**config.mk**
```make
export PLATFORM = sky130hd
export DESIGN_NAME = ipc_mailbox
export DESIGN_NICKNAME = d
export VERILOG_FILES = /design/src/rtl/ipc_pkg.sv /design/src/rtl/ipc_queue.sv /design/src/rtl/ipc_side_ctrl.sv /design/src/rtl/ipc_mailbox.sv
export SDC_FILE = /design/constraint.sdc
export NUM_CORES = 1
export LEC_CHECK = 0
export CAP_MARGIN = 20
export CORE_MARGIN = 4
export CORE_UTILIZATION = 45
export DETAILED_ROUTE_END_ITERATION = 8
export GPL_ROUTABILITY_DRIVEN = 0
export MAX_ROUTING_LAYER = met4
export PLACE_DENSITY = 0.7
export SYNTH_ARGS = -nofsm -noshare
export SYNTH_HDL_FRONTEND = slang
export SYNTH_SLANG_ARGS = --single-unit
```
**constraint.sdc**
```tcl
create_clock -name clk -period 10.9 [get_ports clk]
set_clock_uncertainty 0.05 [all_clocks]
set_input_delay 1.635 -clock clk [delete_from_list [all_inputs] [get_ports clk]]
set_output_delay 1.635 -clock clk [all_outputs]
set_load 0.005 [all_outputs]
```
**src/rtl/ipc_pkg.sv**
```systemverilog
package ipc_pkg;
  typedef struct packed {
    logic push;
    logic pop;
    logic clear;
  } qStrobe_t;

  typedef struct packed {
    logic en;
    logic errAck;
    logic rneIe;
    logic seIe;
    logic clr;
  } ctrlFields_t;

  localparam logic [1:0] SEL_CTRL = 2'd0;
  localparam logic [1:0] SEL_SEND = 2'd1;
  localparam logic [1:0] SEL_RECV = 2'd2;

  localparam int CTRL_W    = 16;
  localparam int B_TXEMPTY = 0;
  localparam int B_TXFULL  = 1;
  localparam int B_SEIE    = 2;
  localparam int B_CLR     = 3;
  localparam int B_RXEMPTY = 8;
  localparam int B_RXFULL  = 9;
  localparam int B_RNEIE   = 10;
  localparam int B_ERR     = 14;
  localparam int B_EN      = 15;
endpackage

```
**src/rtl/ipc_queue.sv**
```systemverilog
module ipc_queue
  import ipc_pkg::*;
#(
  parameter int DEPTH = 16,
  parameter int WIDTH = 32,
  localparam int PTR_W = $clog2(DEPTH),
  localparam int CNT_W = $clog2(DEPTH + 1)
) (
  input  logic             clk,
  input  logic             rstN,
  input  qStrobe_t         strb,
  input  logic [WIDTH-1:0] wData,
  output logic [WIDTH-1:0] headData,
  output logic [CNT_W-1:0] count,
  output logic [CNT_W-1:0] countNext,
  output logic             drained
);
  logic [WIDTH-1:0] mem [DEPTH];
  logic [PTR_W-1:0] headPtr, tailPtr;

  function automatic logic [PTR_W-1:0] bump(input logic [PTR_W-1:0] p);
    return (p == PTR_W'(DEPTH - 1)) ? '0 : p + PTR_W'(1);
  endfunction

  always_comb begin
    countNext = count;
    if (strb.clear) countNext = '0;
    else if (strb.push && !strb.pop) countNext = count + CNT_W'(1);
    else if (!strb.push && strb.pop) countNext = count - CNT_W'(1);
  end

  assign drained  = strb.pop && !strb.push && (count == CNT_W'(1));
  assign headData = mem[headPtr];

  always_ff @(posedge clk) begin
    if (strb.push && !strb.clear) mem[tailPtr] <= wData;
  end

  always_ff @(posedge clk) begin
    if (!rstN) begin
      headPtr <= '0;
      tailPtr <= '0;
      count   <= '0;
    end else begin
      count <= countNext;
      if (strb.clear) begin
        headPtr <= '0;
        tailPtr <= '0;
      end else begin
        if (strb.push) tailPtr <= bump(tailPtr);
        if (strb.pop)  headPtr <= bump(headPtr);
      end
    end
  end
endmodule

```
**src/rtl/ipc_side_ctrl.sv**
```systemverilog
module ipc_side_ctrl
  import ipc_pkg::*;
#(
  parameter int DEPTH = 16,
  parameter int WIDTH = 32,
  localparam int CNT_W = $clog2(DEPTH + 1)
) (
  input  logic             clk,
  input  logic             rstN,
  input  logic             we,
  input  logic             re,
  input  logic [1:0]       sel,
  input  ctrlFields_t      wrFields,
  input  logic [CNT_W-1:0] txCount,
  input  logic [CNT_W-1:0] txCountNext,
  input  logic             txDrained,
  input  logic [CNT_W-1:0] rxCount,
  input  logic [CNT_W-1:0] rxCountNext,
  input  logic             rxPushed,
  input  logic [WIDTH-1:0] rxHead,
  output logic             txPush,
  output logic             txClear,
  output logic             rxPop,
  output logic [WIDTH-1:0] rData,
  output logic             irqSendEmpty,
  output logic             irqRecvNotEmpty
);
  logic enable, errFlag, seIe, rneIe;
  logic isCtrlWr, isSend, isRecv, txFull, rxEmpty, setErr;
  logic [CTRL_W-1:0] ctrlWord;

  assign isCtrlWr = we && (sel == SEL_CTRL);
  assign isSend   = we && (sel == SEL_SEND) && enable;
  assign isRecv   = re && (sel == SEL_RECV) && enable;
  assign txFull   = (txCount == CNT_W'(DEPTH));
  assign rxEmpty  = (rxCount == '0);

  assign txPush  = isSend && !txFull;
  assign rxPop   = isRecv && !rxEmpty;
  assign txClear = isCtrlWr && wrFields.clr;
  assign setErr  = (isSend && txFull) || (isRecv && rxEmpty);

  always_ff @(posedge clk) begin
    if (!rstN) begin
      enable          <= 1'b0;
      errFlag         <= 1'b0;
      seIe            <= 1'b0;
      rneIe           <= 1'b0;
      irqSendEmpty    <= 1'b0;
      irqRecvNotEmpty <= 1'b0;
    end else begin
      errFlag <= setErr || (errFlag && !(isCtrlWr && wrFields.errAck));
      if (isCtrlWr) begin
        enable <= wrFields.en;
        seIe   <= wrFields.seIe;
        rneIe  <= wrFields.rneIe;
      end
      irqSendEmpty    <= (txDrained && seIe) ||
                         (isCtrlWr && wrFields.seIe && (txCountNext == '0));
      irqRecvNotEmpty <= (rxPushed && rneIe) ||
                         (isCtrlWr && wrFields.rneIe && (rxCountNext != '0));
    end
  end

  always_comb begin
    ctrlWord            = '0;
    ctrlWord[B_TXEMPTY] = (txCount == '0);
    ctrlWord[B_TXFULL]  = txFull;
    ctrlWord[B_SEIE]    = seIe;
    ctrlWord[B_RXEMPTY] = rxEmpty;
    ctrlWord[B_RXFULL]  = (rxCount == CNT_W'(DEPTH));
    ctrlWord[B_RNEIE]   = rneIe;
    ctrlWord[B_ERR]     = errFlag;
    ctrlWord[B_EN]      = enable;
  end

  always_comb begin
    rData = '0;
    if (re && (sel == SEL_CTRL)) rData = WIDTH'(ctrlWord);
    else if (rxPop)              rData = rxHead;
  end
endmodule

```
**src/rtl/ipc_mailbox.sv**
```systemverilog
module ipc_mailbox
  import ipc_pkg::*;
#(
  parameter int DEPTH = 16,
  parameter int WIDTH = 32
) (
  input  logic             clk,
  input  logic             rstN,
  input  logic             aWe,
  input  logic             aRe,
  input  logic [1:0]       aSel,
  input  logic [WIDTH-1:0] aWData,
  output logic [WIDTH-1:0] aRData,
  output logic             aIrqSendEmpty,
  output logic             aIrqRecvNotEmpty,
  input  logic             bWe,
  input  logic             bRe,
  input  logic [1:0]       bSel,
  input  logic [WIDTH-1:0] bWData,
  output logic [WIDTH-1:0] bRData,
  output logic             bIrqSendEmpty,
  output logic             bIrqRecvNotEmpty
);
  localparam int CNT_W = $clog2(DEPTH + 1);

  qStrobe_t qAB, qBA;
  ctrlFields_t aFields, bFields;
  logic [WIDTH-1:0] abHead, baHead;
  logic [CNT_W-1:0] abCount, abCountNext, baCount, baCountNext;
  logic abDrained, baDrained;
  logic aTxPush, aTxClear, aRxPop, bTxPush, bTxClear, bRxPop;

  assign aFields = '{en: aWData[B_EN], errAck: aWData[B_ERR], rneIe: aWData[B_RNEIE],
                     seIe: aWData[B_SEIE], clr: aWData[B_CLR]};
  assign bFields = '{en: bWData[B_EN], errAck: bWData[B_ERR], rneIe: bWData[B_RNEIE],
                     seIe: bWData[B_SEIE], clr: bWData[B_CLR]};

  assign qAB = '{push: aTxPush, pop: bRxPop, clear: aTxClear};
  assign qBA = '{push: bTxPush, pop: aRxPop, clear: bTxClear};

  ipc_queue #(.DEPTH(DEPTH), .WIDTH(WIDTH)) u_qAB (
    .clk(clk), .rstN(rstN), .strb(qAB), .wData(aWData), .headData(abHead),
    .count(abCount), .countNext(abCountNext), .drained(abDrained)
  );

  ipc_queue #(.DEPTH(DEPTH), .WIDTH(WIDTH)) u_qBA (
    .clk(clk), .rstN(rstN), .strb(qBA), .wData(bWData), .headData(baHead),
    .count(baCount), .countNext(baCountNext), .drained(baDrained)
  );

  ipc_side_ctrl #(.DEPTH(DEPTH), .WIDTH(WIDTH)) u_ctrlA (
    .clk(clk), .rstN(rstN), .we(aWe), .re(aRe), .sel(aSel), .wrFields(aFields),
    .txCount(abCount), .txCountNext(abCountNext), .txDrained(abDrained),
    .rxCount(baCount), .rxCountNext(baCountNext), .rxPushed(qBA.push), .rxHead(baHead),
    .txPush(aTxPush), .txClear(aTxClear), .rxPop(aRxPop), .rData(aRData),
    .irqSendEmpty(aIrqSendEmpty), .irqRecvNotEmpty(aIrqRecvNotEmpty)
  );

  ipc_side_ctrl #(.DEPTH(DEPTH), .WIDTH(WIDTH)) u_ctrlB (
    .clk(clk), .rstN(rstN), .we(bWe), .re(bRe), .sel(bSel), .wrFields(bFields),
    .txCount(baCount), .txCountNext(baCountNext), .txDrained(baDrained),
    .rxCount(abCount), .rxCountNext(abCountNext), .rxPushed(qAB.push), .rxHead(abHead),
    .txPush(bTxPush), .txClear(bTxClear), .rxPop(bRxPop), .rData(bRData),
    .irqSendEmpty(bIrqSendEmpty), .irqRecvNotEmpty(bIrqRecvNotEmpty)
  );
endmodule

```
==> flow_summary.json <==
{
  "placement.cell_area_um2": 44600,
  "dominant_cell_by_count_in_the_synthesized_netlist": "sky130_fd_sc_hd__edfxtp_1",
  "synth_nets": 1916,
  "drtIter0Drc": 2284,
  "floorplan.initialDensity": 0.453,
  "placedCellCount": 3107,
  "fin_cells": 3310,
  "drc": 0,
  "layout-area-overhead-vs-synth_pct": 15.8,
  "setup.reg_to_reg.worst_slack_ns": 6.76,
  "globalRouteTotalUtil": 0.197,
  "rsz0062_at_grt": "no",
  "number_of_antenna_violations_at_the_first_check_in_global_routing": 10,
  "port-buffer-count": 141,
  "avgSynthCellArea_um2": 22.7,
  "power_frac_clock": 0.435,
  "final_global_route_overflow_total": 0,
  "synth_xor_xnor_area_share": 0.00211,
  "synth_enable_flop_cells": 1024,
  "cts_tree": "yes",
  "largest_family_of_logic_cells_by_synthesized_area": "multiplexers",
  "grt_util_met2": 0.319,
  "power_leakage_nw": 14.4,
  "crit_arrival_ns": 4.54,
  "internal-power_w": 0.00660,
  "grt_util_met3": 0.0565,
  "setup-violations-final": 0,
  "detailedPlace.worstSlack_ns": 4.69,
  "chip_height_um": 311,
  "drt_pass1_iterations": 7,
  "power.switching_fraction": 0.190,
  "synth_compound_gate_area_share": 0.0129,
  "num_vias": 19700,
  "timing_worst_setup_path_type": "input port to primary output",
  "globalRoute.busiestLayer": "met2",
  "design.die.area_um2": 97000,
  "vdd.ir_drop.worst_v": 0.000157,
  "run_status": "complete, no violations",
  "row_count": 111,
  "layout.nets": 2120,
  "crit_path_start": "bSel[0]",
  "synth.lib_cells_used.distinct": 62,
  "post-cts-setup-buffer-count": 0,
  "finalHoldViolCount": 0,
  "cts-root-to-sink-buffers": 3,
  "post_drt_wl_per_cell_um": 27.9,
  "setup_ws_ns": 4.67,
  "worst_ep_required_time_ns": 9.22,
  "clock_sinks": 1070,
  "yosys.area_share.adder": 0.00543,
  "root_buffer": "sky130_fd_sc_hd__clkbuf_16",
  "synth_largest_type_area_fraction": 0.742,
  "synth.mux.area_fraction": 0.175,
  "final_min_period_over_clock_period": 0.571,
  "worst_pin_slew_ns": 1.16,
  "setup.worst_path.end": "bRData[0]",
  "via_per_inst": 5.95,
  "pin_count_of_the_biggest_net_entering_global_routing": 85,
  "reg2reg_depth": 5,
  "die_x_um": 311,
  "fmaxAchievable_mhz": 161,
  "commonest_cells_post_synth": "sky130_fd_sc_hd__edfxtp_1 (1,024), sky130_fd_sc_hd__mux4_2 (320), sky130_fd_sc_hd__nor2_1 (58), sky130_fd_sc_hd__and2_1 (51)",
  "cts_hold_buffers": 0,
  "critPathCaptureType": "primary output",
  "design.core.area_um2": 91500,
  "cts_bufs_inserted": 104,
  "post-route-min-period_ns": 6.23,
  "final_cell_area_um2": 48000,
  "timing.critical_path.from_type": "input port",
  "seq_power_share": 0.553,
  "synth_sequential_area_ratio": 0.764,
  "p_per_area_nw_per_um2": 170,
  "io_pins": 142,
  "power.net_switching_w": 0.00155,
  "slew_headroom": 0.224,
  "grtUsageMet1": 0.247,
  "timing_max_transition_violations_final": 0,
  "grt_first_pass_wirelength_um": 136000,
  "syn-instance-count": 1824,
  "critical_path_peak_fanout": 34,
  "worstReg2RegStart": "u_ctrlB.enable",
  "number_of_synthesized_register_bits": 1070,
  "totalNegativeSetupSlack_ns": 0,
  "clock_pin_slew_worst_setup_and_hold_paths_ns": 0.07,
  "synth.area.top_cells": "sky130_fd_sc_hd__edfxtp_1 (74%), sky130_fd_sc_hd__mux4_2 (17%), sky130_fd_sc_hd__dfxtp_1 (2.2%), sky130_fd_sc_hd__and2_1 (0.77%), sky130_fd_sc_hd__ha_1 (0.54%)",
  "synth_area_um2": 41400,
  "post_detailed_routing_wire_length_um": 92200,
  "netlist.top_cell.by_area": "sky130_fd_sc_hd__edfxtp_1",
  "min-delay-path-class": "flip-flop to flip-flop",
  "htree_levels": 3,
  "synthSimpleGateAreaFrac": 0.0290,
  "timing.rr.end": "u_qBA.mem[9][17]",
  "synth_flop_cell": "sky130_fd_sc_hd__edfxtp_1",
  "final_layout_size_suffix_gt1_frac": 0.268,
  "cts_repair_resize_count": 0,
  "clk-insertion-delay-late_ns": 0.67,
  "place.detailed.hpwl_um": 50400,
  "drtAntennaViolNets": 0,
  "combPwrFrac": 0.012,
  "finalHoldWorstSlack_ns": 0.469,
  "ys_warn_count": 0,
  "postSynth.asyncResetShare": 0,
  "cap_viol_max_count": 0,
  "first_global_vias": 20300
}
## state kept, by name, summed over array words and instances, names as in the netlist, 4 cells and up, named ones only
name           count
u_qAB.count        5
u_qAB.mem        512
u_qBA.mem        512
u_qAB.headPtr      4
u_qBA.count        5
u_qBA.headPtr      4
u_qBA.tailPtr      4
u_qAB.tailPtr      4
## how the worst min path moves through the flow
stage	cells past startpoint	end	slack, ns	from
6_report	2	flip-flop	0.47	u_qBA.headPtr[3]
2_1_floorplan	2	u_ctrlA.errFlag	0.41	u_ctrlA.errFlag
5_1_grt	2	flip-flop	0.51	u_qBA.headPtr[1]
3_3_place_gp	2	flip-flop	0.43	u_qAB.headPtr[3]
4_1_cts	2	flip-flop	0.47	u_qBA.headPtr[3]
3_5_place_dp	2	flip-flop	0.45	u_qBA.headPtr[3]
## power groups by stage
stage / combinational, W / sequential [W] / clock (W)
after floorplan: 0.0000126 / 0.00459 / 0
after global placement: 0.0000873 / 0.00459 / 0
after detailed placement: 0.0000951 / 0.00459 / 0
after CTS: 0.0000955 / 0.00450 / 0.00361
after global routing: 0.000105 / 0.00450 / 0.00379
final: 0.0000967 / 0.00450 / 0.00355
## stage by stage
step	util	power, W
floorplan	-	0.00460
global placement	0.487	0.00468
detailed placement	0.487	0.00469
CTS	0.524	0.00821
global route	0.524	0.00840
finish	0.524	0.00815
## critical path, stage by stage
cell	delay (ns)
sky130_fd_sc_hd__clkdlybuf4s50_1	0.49
sky130_fd_sc_hd__nand4b_1	0.63
sky130_fd_sc_hd__nor2_4	0.96
sky130_fd_sc_hd__a22o_1	0.29
sky130_fd_sc_hd__clkdlybuf4s50_1	0.52
## layer usage
layer,vias up,routed length (um)
li1,8153,-
met1,10500,34800
met2,905,46400
met3,161,8950
met4,0,2120
met5,-,0
## final cells by class
cell class                 count  area, um2
fill                        6838      43500
sequential                  1070      31700
multi-input combinational    651       9540
clock buffer                 142       2800
timing repair buffer         190       1830
tap                         1186       1480
clock inverter                53        601
inverter                      11       41.3
antenna                        7       17.5
## cells in the final DEF, fill, tap and decap left out, types with 5 or more instances in the layout
cell type	n
sky130_fd_sc_hd__nor3_2	8
sky130_fd_sc_hd__ha_1	18
sky130_fd_sc_hd__edfxtp_1	1024
sky130_fd_sc_hd__clkinv_1	14
sky130_fd_sc_hd__and3_1	5
sky130_fd_sc_hd__bufinv_16	11
sky130_fd_sc_hd__nor3_1	7
sky130_fd_sc_hd__clkbuf_1	34
sky130_fd_sc_hd__a22o_1	12
sky130_fd_sc_hd__and2_1	51
sky130_fd_sc_hd__dfxtp_1	38
sky130_fd_sc_hd__buf_4	46
sky130_fd_sc_hd__o21ai_0	11
sky130_fd_sc_hd__clkinv_2	16
sky130_fd_sc_hd__nand2_1	36
sky130_fd_sc_hd__xor2_1	5
sky130_fd_sc_hd__nor2_4	26
sky130_fd_sc_hd__nand2b_1	6
sky130_fd_sc_hd__a21oi_1	21
sky130_fd_sc_hd__xnor2_1	5
sky130_fd_sc_hd__nor2_1	33
sky130_fd_sc_hd__mux4_2	320
sky130_fd_sc_hd__mux2i_1	5
sky130_fd_sc_hd__inv_1	10
sky130_fd_sc_hd__nand3_1	14
sky130_fd_sc_hd__clkbuf_16	105
sky130_fd_sc_hd__clkdlybuf4s50_1	141
sky130_fd_sc_hd__diode_2	7
## cells by family (layout without fill, tap and decap cells)
group	count (synthesis)	after routing
xor+xnor	10	10
other cells	0	7
compound gates	78	78
mux	325	325
simple gates	220	220
fa+ha+maj	18	18
buf+inv	103	396
flops	1070	1070
(Power assumes the default switching activity.)
